## config.mk

```make
export PLATFORM = sky130hd
export DESIGN_NAME = booth_multiplier
export DESIGN_NICKNAME = d
export VERILOG_FILES = /design/src/rtl/booth_pkg.sv /design/src/rtl/booth_recoder.sv /design/src/rtl/booth_pp_gen.sv /design/src/rtl/booth_accumulator.sv /design/src/rtl/booth_multiplier.sv
export SDC_FILE = /design/constraint.sdc
export NUM_CORES = 1
export LEC_CHECK = 0
export BUFFER_PORTS_ARGS = -buffer_cell sky130_fd_sc_hd__buf_2
export CORE_MARGIN = 2
export CORE_UTILIZATION = 35
export DETAILED_ROUTE_END_ITERATION = 6
export SYNTH_ARGS = -nofsm -noshare
export SYNTH_HDL_FRONTEND = slang
export SYNTH_HIERARCHICAL = 1
export SYNTH_SLANG_ARGS = --single-unit
export TNS_END_PERCENT = 10
```

## constraint.sdc

```tcl
create_clock -name vclk -period 8.79
set_input_delay 0.4395 -clock vclk [all_inputs]
set_output_delay 0.4395 -clock vclk [all_outputs]
set_load 0.005 [all_outputs]
```

## src/rtl/booth_pkg.sv

```systemverilog
package booth_pkg;

    typedef enum logic [1:0] {
        STEP_NONE = 2'b00,
        STEP_ADD  = 2'b01,
        STEP_SUB  = 2'b10
    } step_e;

    // pair = {bit i, bit i-1} of the multiplier
    function automatic step_e recode_pair(input logic [1:0] pair);
        step_e s;
        case (pair)
            2'b01:   s = STEP_ADD;
            2'b10:   s = STEP_SUB;
            default: s = STEP_NONE;
        endcase
        return s;
    endfunction

endpackage

```

## src/rtl/booth_recoder.sv

```systemverilog
module booth_recoder
    import booth_pkg::*;
#(
    parameter int OW = 8
) (
    input  logic [OW-1:0] mplier,
    output step_e         steps [OW]
);

    genvar i;
    generate
        for (i = 0; i < OW; i++) begin : g_cell
            if (i == 0) begin : g_low
                assign steps[i] = recode_pair({mplier[0], 1'b0});
            end else begin : g_mid
                assign steps[i] = recode_pair({mplier[i], mplier[i-1]});
            end
        end
    endgenerate

    always_comb begin
        int active;
        active = 0;
        for (int k = 0; k < OW; k++) begin
            if (steps[k] != STEP_NONE) active++;
        end
        AST_ZERO_MPLIER_IDLE: assert (mplier != '0 || active == 0);
        AST_ONES_SINGLE_SUB: assert (mplier != '1 || (active == 1 && steps[0] == STEP_SUB));
    end

endmodule

```

## src/rtl/booth_pp_gen.sv

```systemverilog
module booth_pp_gen
    import booth_pkg::*;
#(
    parameter int OW    = 8,
    parameter int PW    = 16,
    parameter int SHIFT = 0
) (
    input  logic [OW-1:0] mcand,
    input  step_e         step,
    output logic [PW-1:0] pp
);

    localparam int EXT = PW - OW;

    logic [PW-1:0] mcand_sx;
    logic [PW-1:0] shifted;

    assign mcand_sx = {{EXT{mcand[OW-1]}}, mcand};
    assign shifted  = mcand_sx << SHIFT;

    always_comb begin
        case (step)
            STEP_ADD: pp = shifted;
            STEP_SUB: pp = (~shifted) + PW'(1);
            default:  pp = '0;
        endcase
    end

    always_comb begin
        AST_SKIP_IS_ZERO: assert (step != STEP_NONE || pp == '0);
        AST_ADD_SUB_CANCEL: assert (step != STEP_SUB || (pp + shifted) == '0);
    end

endmodule

```

## src/rtl/booth_accumulator.sv

```systemverilog
module booth_accumulator #(
    parameter int TERMS = 8,
    parameter int PW    = 16
) (
    input  logic [PW-1:0] pps [TERMS],
    output logic [PW-1:0] sum
);

    logic [PW-1:0] partial [TERMS+1];

    assign partial[0] = '0;

    genvar i;
    generate
        for (i = 0; i < TERMS; i++) begin : g_stage
            assign partial[i+1] = partial[i] + pps[i];
        end
    endgenerate

    assign sum = partial[TERMS];

endmodule

```

## src/rtl/booth_multiplier.sv

```systemverilog
module booth_multiplier
    import booth_pkg::*;
#(
    parameter int WIDTH      = 8,
    parameter bit SIGNED_OPS = 1'b1
) (
    input  logic [WIDTH-1:0]   mul_a,
    input  logic [WIDTH-1:0]   mul_b,
    output logic [2*WIDTH-1:0] product
);

    localparam int PW = 2 * WIDTH;
    localparam int OW = SIGNED_OPS ? WIDTH : WIDTH + 1;

    logic [OW-1:0] mcand;
    logic [OW-1:0] mplier;
    step_e         steps [OW];
    logic [PW-1:0] pps   [OW];

    generate
        if (SIGNED_OPS) begin : g_signed
            assign mcand  = mul_a;
            assign mplier = mul_b;
        end else begin : g_unsigned
            assign mcand  = {1'b0, mul_a};
            assign mplier = {1'b0, mul_b};
        end
    endgenerate

    booth_recoder #(.OW(OW)) u_recoder (
        .mplier (mplier),
        .steps  (steps)
    );

    genvar i;
    generate
        for (i = 0; i < OW; i++) begin : g_pp
            booth_pp_gen #(.OW(OW), .PW(PW), .SHIFT(i)) u_pp (
                .mcand (mcand),
                .step  (steps[i]),
                .pp    (pps[i])
            );
        end
    endgenerate

    booth_accumulator #(.TERMS(OW), .PW(PW)) u_acc (
        .pps (pps),
        .sum (product)
    );

    always_comb begin
        AST_ZERO_OPERAND: assert ((mul_a != '0 && mul_b != '0) || product == '0);
    end

    generate
        if (SIGNED_OPS) begin : g_signed_checks
            always_comb begin
                AST_SIGN_RULE: assert (mul_a == '0 || mul_b == '0 || product[PW-1] == (mul_a[WIDTH-1] ^ mul_b[WIDTH-1]));
                AST_NEG_ONE_MPLIER: assert (mul_b != '1 || (product + {{WIDTH{mul_a[WIDTH-1]}}, mul_a}) == '0);
            end
        end else begin : g_unsigned_checks
            always_comb begin
                AST_UNSIGNED_BY_ONE: assert (mul_b != WIDTH'(1) || product == {{WIDTH{1'b0}}, mul_a});
            end
        end
    endgenerate

endmodule

```

==> results of run 1 <==
[worst max-delay path: cells and delay by family]
kind            cells  cell delay (ns)
buf+inv             7             1.07
simple gates        3             0.44
fa+ha+maj           6             2.70
xor+xnor            2             0.32
compound gates      4             0.94
[area by class of cell]
| type | count | area [sq um] | area share [%] |
|---|---|---|---|
| Inverter | 251 | 942 | 14.8 |
| Tap cell | 225 | 282 | 4.42 |
| Timing Repair Buffer | 34 | 175 | 2.75 |
| Multi-Input combinational cell | 545 | 4960 | 78.0 |
[power by group]
part | switching, mW | internal (mW) | leakage (nW)
clock | 0 | 0 | 0
combinational | 0.459 | 0.369 | 2.82
sequential | 0 | 0 | 0
total | 0.459 | 0.369 | 2.82
[logic make-up (layout without fill, tap and decap cells)]
group / Yosys count / after routing / share of synthesized area [%]
AO/OA/AOI/OAI: 164 / 164 / 19.2
XOR/XNOR: 34 / 34 / 4.86
adder cells (fa/ha/maj): 128 / 128 / 36.8
buffers and inverters: 298 / 285 / 20.2
multiplexers: 1 / 1 / 0.163
other: 8 / 29 / 0.490
AND/OR/NAND/NOR: 189 / 189 / 18.2
[synthesized netlist by cell type, types with 3 or more instances]
cell type	instances
inv_1	251
fa_1	87
a21oi_1	50
ha_1	41
nor2_1	39
buf_4	30
nor2b_1	29
nand2_1	28
xnor2_1	27
nor3_1	17
o21ai_0	16
clkbuf_1	15
a22oi_1	12
nand2b_1	10
nor3b_1	9
a31oi_1	8
conb_1	8
nand3b_1	8
nand4_1	8
o31ai_1	8
a211o_1	7
nand3_1	7
xor2_1	7
or4_4	6
a21o_1	5
o211ai_1	5
or3_1	5
a22o_1	4
nor4_1	4
o211ai_2	4
a211o_2	3
a311oi_1	3
a32o_1	3
o21ai_1	3
o22ai_1	3
o311ai_2	3
[path summary, 6_finish.rpt]
kind              cells after the start          end  slack, ns      from
setup / recovery                     22  product[15]       2.40  mul_a[1]
hold / removal                        7   product[0]       2.08  mul_b[0]
[metrics by stage]
| step | total power, mW | cells | hold slack [ns] | setup WS [ns] | instance area, sq um |
|---|---|---|---|---|---|
| 2_1_floorplan | 0.592 | 843 | 1.34 | 3.20 | 6200 |
| 3_3_place_gp | 0.828 | 1055 | 2.07 | 2.52 | 6360 |
| 3_5_place_dp | 0.838 | 1055 | 2.09 | 2.47 | 6360 |
| 5_1_grt | 0.961 | 1055 | 2.19 | 1.92 | 6360 |
| 4_1_cts | 0.842 | 1055 | 2.10 | 2.46 | 6360 |
| 6_report | 0.828 | 1055 | 2.08 | 2.40 | 6360 |
[layer usage]
layer / up-vias / track usage, % / wire length, microns
met5: - / 0 / 0
met1: 2508 / 21.8 / 6550
li1: 2571 / - / -
met2: 90 / 30.3 / 7330
met4: 0 / 1.62 / 132
met3: 8 / 0.410 / 349
==> results by group, run 1 <==
Status
  – Status: complete, no violations

Die
  – Chip height: 136 microns
  – Chip width: 136 microns
  – # rows: 48
  – I/O pin cnt: 32
  – Core ar.: 17200 sq um
  – Initial core utilization: 35.7%
  – Die area: 18600 sq um

Setup path
  – Worst Path Max Fanout: 36
  – Critical path arrival: 5.95 ns
  – Crit path required time: 8.35 ns
  – Kind of critical path: in2out
  – Slowest CP cell: buf_2
  – Most common cell on crit path: inv_1
  – Crit start category: input port
  – Crit-path max cell delay: 0.56 ns
  – CP Capture Type: primary output
  – Crit path cell chain: buf_2 -> inv_1 -> ha_1 -> nor3b_1 -> xor2_1 -> o21ai_0 -> inv_1 -> fa_1 -> inv_1 -> fa_1 -> fa_1 -> inv_1 -> fa_1 -> inv_1 -> ha_1 -> o21ai_0 -> nand2_1 -> nand3_1 -> o31ai_1 -> a31oi_1 -> xnor2_1 -> buf_2

STA
  – Fmax: 157 MHz
  – Final min period: 6.39 ns
  – Fin crit share: 72.7%
  – Setup violators final: 0
  – Max_slew headroom: 39.8%
  – Max Slew Vio Count: 0
  – Slew of the pin with the lowest slew margin: 0.903 ns
  – RSZ-0062 raised after global routing: no
  – Setup TNS: 0 ns
  – Fin. Hold Viols: 0

Global route
  – Initial antenna violation count: 0
  – Total track usage: 16.3%
  – Pin count of the biggest net entering global routing: 44
  – GRT overflow: 0
  – Global-route wire length before repair: 24.7 mm
  – Vias in the first global route: 5090

Final layout
  – Clock buf count: 0
  – Commonest non-fill, non-tap cells in the layout: inv_1 (251), fa_1 (87), a21oi_1 (50)
  – FFs & Latches: 0
  – Share of cells above drive strength 1: 8.55%
  – Nets: 976
  – Most common cell after layout, fill and taps aside: inv_1
  – Diode count: 0
  – Fin util: 37.0%
  – Reg area: 0 sq um
  – Area grow syn2layout: 3.88%
  – Layout fillers: 1848

Route
  – Routed len/inst: 13.6 microns
  – Routed vias: 5177
  – Vias per cell: 4.91
  – Antenna viol nets, final: 0
  – Pre-antenna DRT Iters: 5
  – DRC violations left: 0
  – Post-Route WL: 14.4 mm
  – DRT iter0 DRCs: 215

Synthesis
  – Sequential fraction of the synthesis area: 0%
  – Mapped Area: 6130 sq um
  – Synth top area share: 28.4%
  – Post-synth cell types: 73
  – Average size of a mapped cell: 7.45 sq um
  – Leading area contributor after synthesis: fa_1
  – Area contributors post-synth: fa_1 (28%), inv_1 (15%), ha_1 (8.4%)
  – Yosys warnings: 6
  – Synthesized instance count: 822

Hold path
  – Worst hold path type: in2out

Power and ir drop
  – Pwr Density: 130 nW/um^2
  – Leakage: 2.82 nW
  – Worst ir drop on vdd: 0.000185 V

Placed design
  – Port bufs: 32
  – Post-DP HPWL: 11.6 mm
  – GPL Wtd Cong: 0.859

Clock network
  – # resized after CTS: 0
  – CTS Hold Bufs: 0
  – Post-CTS setup buffers: 0

Flow run
  – Maxcap violations: 0
Power figures use the tool's default switching activity.
==> inputs of run 2 (changes only) <==
==> constraint.sdc (replaced) <==
create_clock -name vclk -period 5.9
set_input_delay 0.295 -clock vclk [all_inputs]
set_output_delay 0.295 -clock vclk [all_outputs]
set_load 0.005 [all_outputs]
==> results by group, run 2 (same netlist as run 1, synthesis figures left out) <==
Setup path
  – CP Capture Type: primary output
  – Slowest CP cell: or4_4
  – Crit path required time: 5.61 ns
  – Crit path cell chain: buf_2 -> nor2b_2 -> inv_1 -> ha_1 -> buf_4 -> nor2b_1 -> buf_4 -> a32o_2 -> inv_1 -> fa_1 -> inv_1 -> fa_1 -> fa_1 -> inv_1 -> fa_1 -> inv_1 -> ha_1 -> or4_4 -> a2111o_1 -> nand3_1 -> buf_2
  – Most common cell on crit path: inv_1
  – Worst path bufs/invs: 9
  – Crit-path max cell delay: 0.60 ns
  – Crit start category: input port
  – Kind of critical path: in2out
  – Critical path arrival: 5.36 ns
  – Worst Path Max Fanout: 10
  – Delay-heaviest family, CP: adder cells

Route
  – DRC violations left: 0
  – Vias per cell: 4.84
  – Post-Route WL: 14.5 mm
  – Pre-antenna DRT Iters: 5
  – Routed vias: 5252
  – Routed len/inst: 13.3 microns
  – DRT iter0 DRCs: 267
  – Antenna viol nets, final: 0

Clock network
  – CTS Hold Bufs: 0
  – # resized after CTS: 0
  – Post-CTS setup buffers: 0

Die
  – Chip height: 136 microns
  – Initial core utilization: 35.7%
  – I/O pin cnt: 32
  – Chip width: 136 microns
  – Die area: 18600 sq um
  – # rows: 48
  – Core ar.: 17200 sq um

Placed design
  – GPL Wtd Cong: 0.896
  – Pre-CTS setup slack: 0.103 ns
  – Placed Cells: 1086
  – Placed Area: 6600 sq um
  – Port bufs: 32
  – Post-DP HPWL: 12.2 mm

Final layout
  – Reg area: 0 sq um
  – Clock buf count: 0
  – FFs & Latches: 0
  – Diode count: 0
  – Layout fillers: 1862
  – Multi-input logic area: 5030 sq um
  – Design area: 6670 sq um
  – Area grow syn2layout: 8.80%
  – Final std cells w/o fill: 1086
  – Commonest non-fill, non-tap cells in the layout: inv_1 (251), fa_1 (87), a21oi_1 (49)
  – Share of cells above drive strength 1: 13.1%
  – Most common cell after layout, fill and taps aside: inv_1
  – Nets: 1007

Global route
  – GRT overflow: 0
  – Vias in the first global route: 5021
  – Total track usage: 16.2%
  – Pin count of the biggest net entering global routing: 22
  – Global-route wire length before repair: 24.4 mm
  – Initial antenna violation count: 0

Hold path
  – Worst Hold End: product[0]
  – WHS Path Cells: 7
  – Worst hold path type: in2out
  – Hold_sp: mul_a[0]

Flow run
  – Maxcap violations: 0

Status
  – Status: complete, no violations

STA
  – RSZ-0062 raised after global routing: yes
  – Fmax: 177 MHz
  – Slew of the pin with the lowest slew margin: 0.543 ns
  – Worst setup margin: 0.243 ns
  – Setup violators final: 0
  – Fin crit share: 95.9%
  – Fin. Hold Viols: 0
  – Max Slew Vio Count: 0
  – Max_slew headroom: 63.3%
  – Final min period: 5.66 ns
  – Setup TNS: 0 ns

Power and ir drop
  – Leakage: 2.99 nW
  – Pwr Density: 193 nW/um^2
  – Worst ir drop on vdd: 0.000266 V
-- run 2: report_power, final --
group          switching, mW  internal [mW]  leakage (nW)
Clock                      0              0             0
Sequential                 0              0             0
Combinational          0.710          0.574          2.99
-- run 2: through the flow --
step	util, %	hold WS, ns	power [mW]
CTS	38.4	1.79	1.27
detailed placement	38.4	1.77	1.26
floorplan	-	1.05	0.882
global placement	38.4	1.76	1.25
global route	38.8	1.88	1.50
finish	38.8	1.74	1.28
-- run 2: layout make-up --
cell class	instances	area share (%)
Multi-Input combinational cell	545	75.5
Inverter	251	14.1
Timing Repair Buffer	65	6.16
Tap cell	225	4.22
-- run 2: routing by layer --
layer | up-vias | track usage (%) | wire [microns]
li1 | 2632 | - | -
met1 | 2500 | 21.9 | 6580
met2 | 110 | 29.5 | 7170
met3 | 10 | 0.447 | 537
met4 | 0 | 1.79 | 184
met5 | - | 0 | 0
-- run 2: worst max-delay path by stage --
stage                        start           to  slack, ns  depth (start not counted)
after CTS                 mul_b[6]  product[15]       0.10                         23
after detailed placement  mul_b[6]  product[15]       0.10                         23
final                     mul_b[3]  product[14]       0.24                         21
after global routing      mul_b[3]  product[12]      -0.04                         24
after floorplan           mul_b[2]  product[14]       0.59                         22
after global placement    mul_b[3]  product[15]       0.17                         22
